<file path="src/rtl/swz_pkg.sv">
package swz_pkg;
   localparam int INSN_W    = 32;
   localparam int LANE_W    = 32;
   localparam int NSLOT     = 4;
   localparam int NREG      = NSLOT / 2;
   localparam int REG_W     = 2 * LANE_W;
   localparam int SEL_W     = 3;
   localparam int CTRL_W    = NSLOT * SEL_W;
   localparam int OPC_W     = 4;
   localparam int RNUM_W    = 5;
   localparam int RT_LSB    = 21;
   localparam int RA_LSB    = 16;
   localparam int CTRL_LSB  = 4;

   typedef enum logic [SEL_W-1:0] {
      PICK_X    = 3'd0,
      PICK_Y    = 3'd1,
      PICK_Z    = 3'd2,
      PICK_W    = 3'd3,
      PICK_ZERO = 3'd4,
      PICK_ONE  = 3'd5,
      PICK_SKIP = 3'd6,
      PICK_RSVD = 3'd7
   } pick_e;

   localparam logic [LANE_W-1:0] INT_ONE = 32'h0000_0001;
   localparam logic [LANE_W-1:0] FP_ONE  = 32'h3F80_0000;
endpackage

</file>
<file path="src/rtl/swz_decode.sv">
module swz_decode
   import swz_pkg::*;
#(
   parameter logic [OPC_W-1:0] INT_OPC = 4'b0011,
   parameter logic [OPC_W-1:0] FP_OPC  = 4'b1011
) (
   input  logic [INSN_W-1:0]           insn,
   output logic                        legal,
   output logic                        is_fp,
   output logic                        keep_old,
   output logic [NSLOT-1:0][SEL_W-1:0] sel
);
   logic [OPC_W-1:0]  opc;
   logic [RNUM_W-1:0] rt_num;
   logic [RNUM_W-1:0] ra_num;
   logic [CTRL_W-1:0] ctrl;
   logic [NSLOT-1:0]  rsvd_hit;
   logic              opc_ok;
   logic              unused_top_bits;

   assign opc             = insn[OPC_W-1:0];
   assign rt_num          = insn[RT_LSB +: RNUM_W];
   assign ra_num          = insn[RA_LSB +: RNUM_W];
   assign ctrl            = insn[CTRL_LSB +: CTRL_W];
   assign unused_top_bits = ^insn[INSN_W-1:RT_LSB+RNUM_W];

   for (genvar s = 0; s < NSLOT; s++) begin : g_slot
      assign sel[s]      = ctrl[s*SEL_W +: SEL_W];
      assign rsvd_hit[s] = (sel[s] == PICK_RSVD);
   end

   assign opc_ok   = (opc == INT_OPC) || (opc == FP_OPC);
   assign is_fp    = (opc == FP_OPC);
   assign keep_old = (rt_num == ra_num);
   assign legal    = opc_ok && !rt_num[0] && !ra_num[0] && !(|rsvd_hit);
endmodule

</file>
<file path="src/rtl/swz_lane_mux.sv">
module swz_lane_mux
   import swz_pkg::*;
(
   input  logic [REG_W-1:0]             src_lo,
   input  logic [REG_W-1:0]             src_hi,
   input  logic                         is_fp,
   input  logic [NSLOT-1:0][SEL_W-1:0]  sel,
   output logic [NSLOT-1:0][LANE_W-1:0] word,
   output logic [NSLOT-1:0]             hit
);
   logic [NSLOT-1:0][LANE_W-1:0] lanes;
   logic [LANE_W-1:0]            one_val;

   assign lanes   = {src_hi, src_lo};
   assign one_val = is_fp ? FP_ONE : INT_ONE;

   for (genvar s = 0; s < NSLOT; s++) begin : g_slot
      always_comb begin
         word[s] = '0;
         hit[s]  = 1'b1;
         case (sel[s])
            PICK_X, PICK_Y, PICK_Z, PICK_W: word[s] = lanes[~sel[s][1:0]];
            PICK_ZERO:                      word[s] = '0;
            PICK_ONE:                       word[s] = one_val;
            default:                        hit[s]  = 1'b0;
         endcase
      end
   end
endmodule

</file>
<file path="src/rtl/swz_merge.sv">
module swz_merge
   import swz_pkg::*;
(
   input  logic [NSLOT-1:0][LANE_W-1:0] word,
   input  logic [NSLOT-1:0]             hit,
   input  logic [REG_W-1:0]             dst_lo,
   input  logic [REG_W-1:0]             dst_hi,
   input  logic                         legal,
   input  logic                         keep_old,
   output logic [REG_W-1:0]             res_lo,
   output logic [REG_W-1:0]             res_hi,
   output logic [NREG-1:0]              we
);
   logic [NSLOT-1:0][LANE_W-1:0] old_w;
   logic [NSLOT-1:0][LANE_W-1:0] out_w;

   assign old_w = {dst_hi, dst_lo};

   for (genvar s = 0; s < NSLOT; s++) begin : g_slot
      always_comb begin
         if (!legal)         out_w[s] = old_w[s];
         else if (hit[s])    out_w[s] = word[s];
         else if (keep_old)  out_w[s] = old_w[s];
         else                out_w[s] = '0;
      end
   end

   for (genvar r = 0; r < NREG; r++) begin : g_reg
      assign we[r] = legal && (!keep_old || (|hit[2*r +: 2]));
   end

   assign {res_hi, res_lo} = out_w;
endmodule

</file>
<file path="src/rtl/swz_pair_unit.sv">
module swz_pair_unit
   import swz_pkg::*;
#(
   parameter bit               REG_OUT = 1'b1,
   parameter logic [OPC_W-1:0] INT_OPC = 4'b0011,
   parameter logic [OPC_W-1:0] FP_OPC  = 4'b1011
) (
   input  logic              clk,
   input  logic              rst_n,
   input  logic [INSN_W-1:0] insn,
   input  logic [REG_W-1:0]  src_lo,
   input  logic [REG_W-1:0]  src_hi,
   input  logic [REG_W-1:0]  dst_lo,
   input  logic [REG_W-1:0]  dst_hi,
   output logic [REG_W-1:0]  res_lo,
   output logic [REG_W-1:0]  res_hi,
   output logic              we_lo,
   output logic              we_hi,
   output logic              illegal
);
   if (INT_OPC == FP_OPC) begin : g_chk_opc
      $error("swz_pair_unit: integer and float opcodes must differ");
   end
   if (NSLOT != 4 || LANE_W != 32) begin : g_chk_shape
      $error("swz_pair_unit: four 32-bit lanes are required");
   end

   logic                         legal_c, is_fp_c, keep_c;
   logic [NSLOT-1:0][SEL_W-1:0]  sel_c;
   logic [NSLOT-1:0][LANE_W-1:0] word_c;
   logic [NSLOT-1:0]             hit_c;
   logic [REG_W-1:0]             res_lo_c, res_hi_c;
   logic [NREG-1:0]              we_c;

   swz_decode #(.INT_OPC(INT_OPC), .FP_OPC(FP_OPC)) u_dec (
      .insn(insn), .legal(legal_c), .is_fp(is_fp_c),
      .keep_old(keep_c), .sel(sel_c)
   );

   swz_lane_mux u_mux (
      .src_lo(src_lo), .src_hi(src_hi), .is_fp(is_fp_c),
      .sel(sel_c), .word(word_c), .hit(hit_c)
   );

   swz_merge u_merge (
      .word(word_c), .hit(hit_c), .dst_lo(dst_lo), .dst_hi(dst_hi),
      .legal(legal_c), .keep_old(keep_c),
      .res_lo(res_lo_c), .res_hi(res_hi_c), .we(we_c)
   );

   if (REG_OUT) begin : g_reg
      always_ff @(posedge clk) begin
         if (!rst_n) begin
            res_lo  <= '0;
            res_hi  <= '0;
            we_lo   <= 1'b0;
            we_hi   <= 1'b0;
            illegal <= 1'b0;
         end else begin
            res_lo  <= res_lo_c;
            res_hi  <= res_hi_c;
            we_lo   <= we_c[0];
            we_hi   <= we_c[1];
            illegal <= !legal_c;
         end
      end

      p_quiet_on_illegal_r4: assert property (@(posedge clk) disable iff (!rst_n)
         illegal |-> (!we_lo && !we_hi));

      p_odd_field_r2: assert property (@(posedge clk) disable iff (!rst_n)
         ($past(rst_n) && $past(insn[RT_LSB] | insn[RA_LSB])) |-> illegal);

      p_bad_opcode_r1: assert property (@(posedge clk) disable iff (!rst_n)
         ($past(rst_n) && $past(insn[OPC_W-1:0] != INT_OPC && insn[OPC_W-1:0] != FP_OPC))
         |-> illegal);

      p_zero_fill_we_r7: assert property (@(posedge clk) disable iff (!rst_n)
         ($past(rst_n) && !illegal &&
          $past(insn[RT_LSB +: RNUM_W] != insn[RA_LSB +: RNUM_W])) |-> (we_lo && we_hi));

      p_reset_clear_r10: assert property (@(posedge clk) disable iff (!rst_n)
         $past(!rst_n) |-> (!we_lo && !we_hi && !illegal && res_lo == '0 && res_hi == '0));
   end else begin : g_comb
      logic unused_clk;
      assign unused_clk = clk ^ rst_n;
      assign res_lo  = res_lo_c;
      assign res_hi  = res_hi_c;
      assign we_lo   = we_c[0];
      assign we_hi   = we_c[1];
      assign illegal = !legal_c;
   end
endmodule

</file>
<file path="config.mk">
export PLATFORM = sky130hd
export DESIGN_NAME = swz_pair_unit
export DESIGN_NICKNAME = d
export VERILOG_FILES = /design/src/rtl/swz_pkg.sv /design/src/rtl/swz_decode.sv /design/src/rtl/swz_lane_mux.sv /design/src/rtl/swz_merge.sv /design/src/rtl/swz_pair_unit.sv
export SDC_FILE = /design/constraint.sdc
export NUM_CORES = 1
export LEC_CHECK = 0
export BUFFER_PORTS_ARGS = -buffer_cell sky130_fd_sc_hd__buf_2
export CELL_PAD_IN_SITES_DETAIL_PLACEMENT = 1
export CELL_PAD_IN_SITES_GLOBAL_PLACEMENT = 1
export CORE_MARGIN = 4
export CORE_UTILIZATION = 30
export DETAILED_ROUTE_END_ITERATION = 8
export PLACE_DENSITY = 0.75
export SKIP_CTS_REPAIR_TIMING = 1
export SLEW_MARGIN = 5
export SYNTH_ARGS = -nofsm -noshare
export SYNTH_HDL_FRONTEND = slang
export SYNTH_SLANG_ARGS = --single-unit
</file>
<file path="constraint.sdc">
create_clock -name clk -period 2.1 [get_ports clk]
set_clock_uncertainty 0.15 [all_clocks]
set_input_delay 0.21 -clock clk [delete_from_list [all_inputs] [get_ports clk]]
set_output_delay 0.21 -clock clk [all_outputs]
set_load 0.005 [all_outputs]
</file>
==> impl_results.md, run 1 <==
* Pins over their slew limit at 0
* Max Cap Viol at 0
* CTS tree: yes
* Worst Setup End Kind: flop
* Dpl cells at 1582
* Unique masters post-synth at between 40 and 50
* Die area at ~0.031 mm²
* Slowest stage delay, CP at approximately 0.42 ns
* Largest net degree at the start of global routing at 83
* Worst Tran Pin Value at 0.651 ns
* DRT Wirelength at between 40000 and 50000 µm
* CP top delay family: simple AND/OR/NAND/NOR gates
* Post-layout nets at 1641
* Critical path class: in -> reg
* DP Worst Slack at approximately 0.018 ns
* Fmax at ~560 MHz
* Die Ht at 177 µm
* Mapped cell area at about 0.0085 mm²
* Number of global-route vias before repair at approximately 9.5k
* Hpwl dp at slightly below 30000 µm
* Initial DRC Count at 733
* Syn avg cell area at between 10 and 15 µm²
* Ratio of cells with drive above 1 in the final layout at 0.463
* Status: finished clean
* First-pass DRT Iterations at 5
* Synth Warn # at 0
* CTS Buf Count at 17
* Crit-path max FO at 25
* Fin crit share at 0.848
* Area delta synth->final at 53.8%
* Fin Setup TNS at 0 ns
* Worst hold slack at ~0.0011 ns
* Routed len/inst at roughly 25 µm
* Hold Crit Class: in -> reg
* CP cell instances: buf_2 > or2_1 > buf_4 > a21oi_1 > and2_1 > a31oi_4 > buf_12 > o22ai_1
* Utilization after layout at 0.470
* Critical Path Slowest Stage Cell: and2_1
* Power Dens Cells at between 600 and 700 mW/mm²
* Core area at 0.0279 mm²
* Clock Tree Root: clkbuf_16
* Total power at approximately 8 mW
* DRC at 0
* Reg clk slew, reported paths at approximately 0.070 ns
* Non-filler instance count after layout at ~1.7k
* Initial antenna violation count at 8
* Total GRT Usage at 0.244
* Worst VDD drop at 0.371 mV
* Area after DPL at 0.0112 mm²
* Synth Instances at about 840
* DR vias at around 9.6k
* Flops & latches, synth at roughly 130
* Worst EP required at 2.27 ns
* Starting Density at 0.305
* Final instance area at 0.0131 mm²
* EDFF count, synth at 0
* Post-synthesis sequential area ratio at 0.308
* Aggregate global routing overflow at 0
* H-tree levels at 4
* Worst Setup Slack, final at roughly 0.32 ns
* Hold Fails Final Rpt at 0
* Critical Path AT at about 2.0 ns
* Worst-case clock buffer depth at 2
* Net count after synthesis at about 1.1k
* # fillers at 3221
* Buf+Inv Stages, Crit Path at 3
* DR vias/cell at around 5.5
* Die width at about 180 µm
* Row count at 61
* Global-route wire length before repair at 57800 µm
* Most used DFF post-synth: dfxtp_1
* Rel. slew slack at 0.566
* Final setup fails at 0
* RD Place Congestion at between 0.8 and 0.9
* Worst hold path endpoint: we_lo$_SDFF_PN0_
* Port bufs at slightly above 400
* # IOs at 421
* Final Critical Period at approximately 1.8 ns
* Async S/R FF share, synth at 0
* Clk sinks at about 130
* LEAKAGE at around 5.9 nW
* Routed Antenna Nets at 0
* Hold path start: rst_n
* CP startpoint kind: primary input
* Setup repair after global routing missed its margin: false
* Hold path cells at 3
## worst min-delay path, stage by stage
cell     delay (ns)
buf_6          0.12
nand2_1        0.12
a31oi_1        0.06
## worst max path at each step
stage,end,slack [ns],startpoint,cells after the start
2_1_floorplan,res_hi[0]$_SDFF_PN0_,0.16,insn[10],8
3_3_place_gp,res_lo[25]$_SDFF_PN0_,0.06,insn[7],7
3_5_place_dp,res_hi[59]$_SDFF_PN0_,0.02,insn[4],7
4_1_cts,res_lo[60]$_SDFF_PN0_,0.42,insn[16],8
5_1_grt,res_lo[20]$_SDFF_PN0_,0.31,insn[16],8
6_report,res_lo[62]$_SDFF_PN0_,0.32,insn[16],8
## layout make-up
cell class / instances / area (µm²) / share of cell area
Multi-Input combinational cell: 587 / 5390 / 0.411
Timing Repair Buffer: 586 / 3860 / 0.294
Sequential cell: 131 / 2620 / 0.200
Tap cell: 378 / 473 / 0.0361
Clock buffer: 19 / 443 / 0.0338
Clock inverter: 13 / 220 / 0.0168
Inverter: 28 / 105 / 0.00801
Antenna cell: 3 / 7.51 / 0.000572
## sequential cells by signal, indices dropped and copies added, names as in the netlist
| signal | flops |
|---|---|
| res_hi | 64 |
| res_lo | 64 |
| illegal | 1 |
| we_hi | 1 |
| we_lo | 1 |
## layout by cell type, fill, tap and decap left out, types with 23 or more instances in the layout
cell type / count
a22oi_1: 25
buf_2: 411
buf_4: 33
dfxtp_1: 131
dlygate4sd3_1: 128
inv_1: 27
mux2i_1: 27
mux4_2: 104
nand2_1: 180
nor2_1: 23
o22ai_1: 80
o2bb2ai_1: 38
## logic make-up (layout without fill, tap and decap cells)
kind of cell | after synthesis | count (layout) | share of synthesized area
xor+xnor | 4 | 4 | 0.00411
mux | 148 | 148 | 0.329
flops | 131 | 131 | 0.308
simple gates | 234 | 234 | 0.118
other cells | 0 | 3 | 0
compound gates | 201 | 201 | 0.179
buf+inv | 117 | 646 | 0.0622
## synthesized netlist by cell type, types with 7 or more instances
cell type	count	area, µm²
nand2_1	180	676
dfxtp_1	131	2620
mux4_2	104	2340
o22ai_1	80	500
clkbuf_1	51	191
o2bb2ai_1	38	333
inv_1	27	101
mux2i_1	27	270
a22oi_1	25	188
buf_2	25	125
nor2_1	23	86.3
a21oi_1	19	95.1
mux2_2	17	191
o32ai_2	10	163
o21ai_0	8	40.0
buf_6	7	78.8
## where the power goes
group	total, mW	internal [mW]	switching [mW]	leakage (nW)
Combinational	1.98	1.02	0.953	4.44
Sequential	2.67	2.63	0.0452	1.09
Clock	3.54	2.17	1.37	0.323
## layer usage
layer | vias to the layer above | part of all wire | GRT usage | wire length (µm)
met2 | 508 | 0.51 | 0.430 | 22300
met5 | - | 0.0013 | 0 | 56
met1 | 4784 | 0.36 | 0.286 | 16100
met4 | 10 | 0.044 | 0.0919 | 1920
met3 | 119 | 0.082 | 0.0606 | 3610
li1 | 4226 | - | - | -
No activity file was read; power rests on OpenSTA's default activity.
==> run 2, diff against run 1 <==
Clock period 2.1 ns to 1.7 ns, I/O delays scaled along.
==> run 2 against run 1 <==
Hold slack improved by 0.038 ns. Sequential share of layout area down 0.36 points. Cell count grew 1.7%. Clock-buffer cell count fell by 2. Non-clock buffer count is 22 higher. Flip-flop and latch count did not move. Worst setup slack worse by 0.31 ns. Clock power is 8.8% higher. Power rose by 18%. Design area up 1.8%. Sequential power is 24% higher. Largest cell class unchanged.
==> impl_results.md, run 2 (synthesis results as in run 1) <==
* DRC at 0
* Slowest stage delay, CP at about 0.56 ns
* DR vias/cell at approximately 5.5
* Die Ht at between 150 and 200 µm
* Initial antenna violation count at 13
* Critical Path AT at roughly 1.8 ns
* Status: finished clean
* Reg clk slew, reported paths at about 0.070 ns
* Post-layout nets at ~1.7k
* H-tree levels at 4
* Worst VDD drop at 0.474 mV
* Worst Setup Slack, final at approximately 0.013 ns
* Setup repair after global routing missed its margin: true
* Worst Tran Pin Value at 0.647 ns
* Port bufs at 414
* Rel. slew slack at 0.568
* CTS tree: yes
* Clock Tree Root: clkbuf_16
* Dpl cells at between 1.5k and 2k
* Most common cell after layout, fill and taps aside: buf_2
* RD Place Congestion at about 0.86
* Number of global-route vias before repair at about 9.5k
* Clk sinks at 131
* Die width at 177 µm
* Starting Density at 0.305
* DR vias at 9824
* Fin crit share at 0.992
* Crit-path max FO at 19
* Critical path class: in -> reg
* Total GRT Usage at 0.248
* Hold Fails Final Rpt at 0
* # IOs at 421
* Routed Antenna Nets at 0
* CP startpoint kind: primary input
* Final Critical Period at ~1.7 ns
* Routed len/inst at between 20 and 30 µm
* Core area at 0.0279 mm²
* First-pass DRT Iterations at 5
* Power Dens Cells at around 720 mW/mm²
* Fmax at 593 MHz
* Aggregate global routing overflow at 0
* CTS Buf Count at 17
* Die area at ~0.031 mm²
* Initial DRC Count at 670
* DRT Wirelength at 45000 µm
* Non-filler instance count after layout at around 1.8k
* Max Cap Viol at 0
* Ratio of cells with drive above 1 in the final layout at 0.473
* Largest regs: res_hi x64, res_lo x64
* LEAKAGE at 5.97 nW
* Pins over their slew limit at 0
* Worst EP required at approximately 1.8 ns
* Hold Crit Class: in -> reg
* Worst Setup End Kind: flop
* Worst-case clock buffer depth at 2
* Row count at 61
* CP cell instances: buf_2 > or2_1 > buf_4 > or4_4 > a31oi_4 > buf_12 > o22ai_1
* Global-route wire length before repair at a little under 60000 µm
* Hpwl dp at about 30000 µm
* Largest net degree at the start of global routing at between 70 and 80
* Commonest cells after routing, fill and taps aside: 412 x buf_2, 180 x nand2_1, 131 x dfxtp_1
* Area delta synth->final at 56.6%
* DP Worst Slack at -0.429 ns
* Critical Path Slowest Stage Cell: or4_4
* Final setup fails at 0
run 2: cell count changes in the layout (fill, tap and decap cells not counted), sizes merged:
cell,previous run,this run
clkinv,5,3
inv,31,37
diode,3,9
buf,458,480
clkinvlp,0,2
clkbuf,19,17
a21oi,21,22
bufinv,5,1
run 2: per-layer routing:
metal | global-route usage | vias up | share of wire
met1 | 0.288 | 4845 | 0.36
met5 | 0 | - | 0.0013
li1 | - | 4284 | -
met4 | 0.0787 | 10 | 0.042
met2 | 0.446 | 551 | 0.51
met3 | 0.0653 | 134 | 0.079
run 2: final timing paths:
path | from | to | slack (ns) | cells after the start
worst min-delay path | insn[6] | we_lo$_SDFF_PN0_ | 0.04 | 3
worst max-delay path | insn[16] | res_lo[5]$_SDFF_PN0_ | 0.01 | 7
run 2: critical path: cells and delay by family:
kind / cells / cell delay, ns
simple gates: 2 / 0.80
compound gates: 2 / 0.36
buf+inv: 3 / 0.47
run 2: power breakdown:
| part | switching [mW] | internal (mW) |
|---|---|---|
| logic | 1.20 | 1.31 |
| registers | 0.0549 | 3.24 |
| clock network | 1.76 | 2.10 |
run 2: stage by stage:
stage	instance area, µm²	setup TNS (ns)	util	power [mW]	hold WS [ns]
6_report	13400	0	0.478	9.67	0.0395
4_1_cts	12000	0	0.429	9.43	-0.221
2_1_floorplan	8620	-14.69	-	4.51	0.122
5_1_grt	13400	-0.0218	0.478	10.1	0.0383
3_5_place_dp	11400	-46.09	0.408	5.56	0.228
3_3_place_gp	11400	-40.06	0.408	5.52	0.221
run 2: final cells by class:
type | instances | area [µm²]
clock inverters | 15 | 164
fillers | 3213 | 14600
clock buffers | 17 | 425
multi-input cells | 588 | 5420
well taps | 378 | 473
flip-flops and latches | 131 | 2620
inverters | 28 | 105
repair buffers | 608 | 4120
diodes | 9 | 22.5
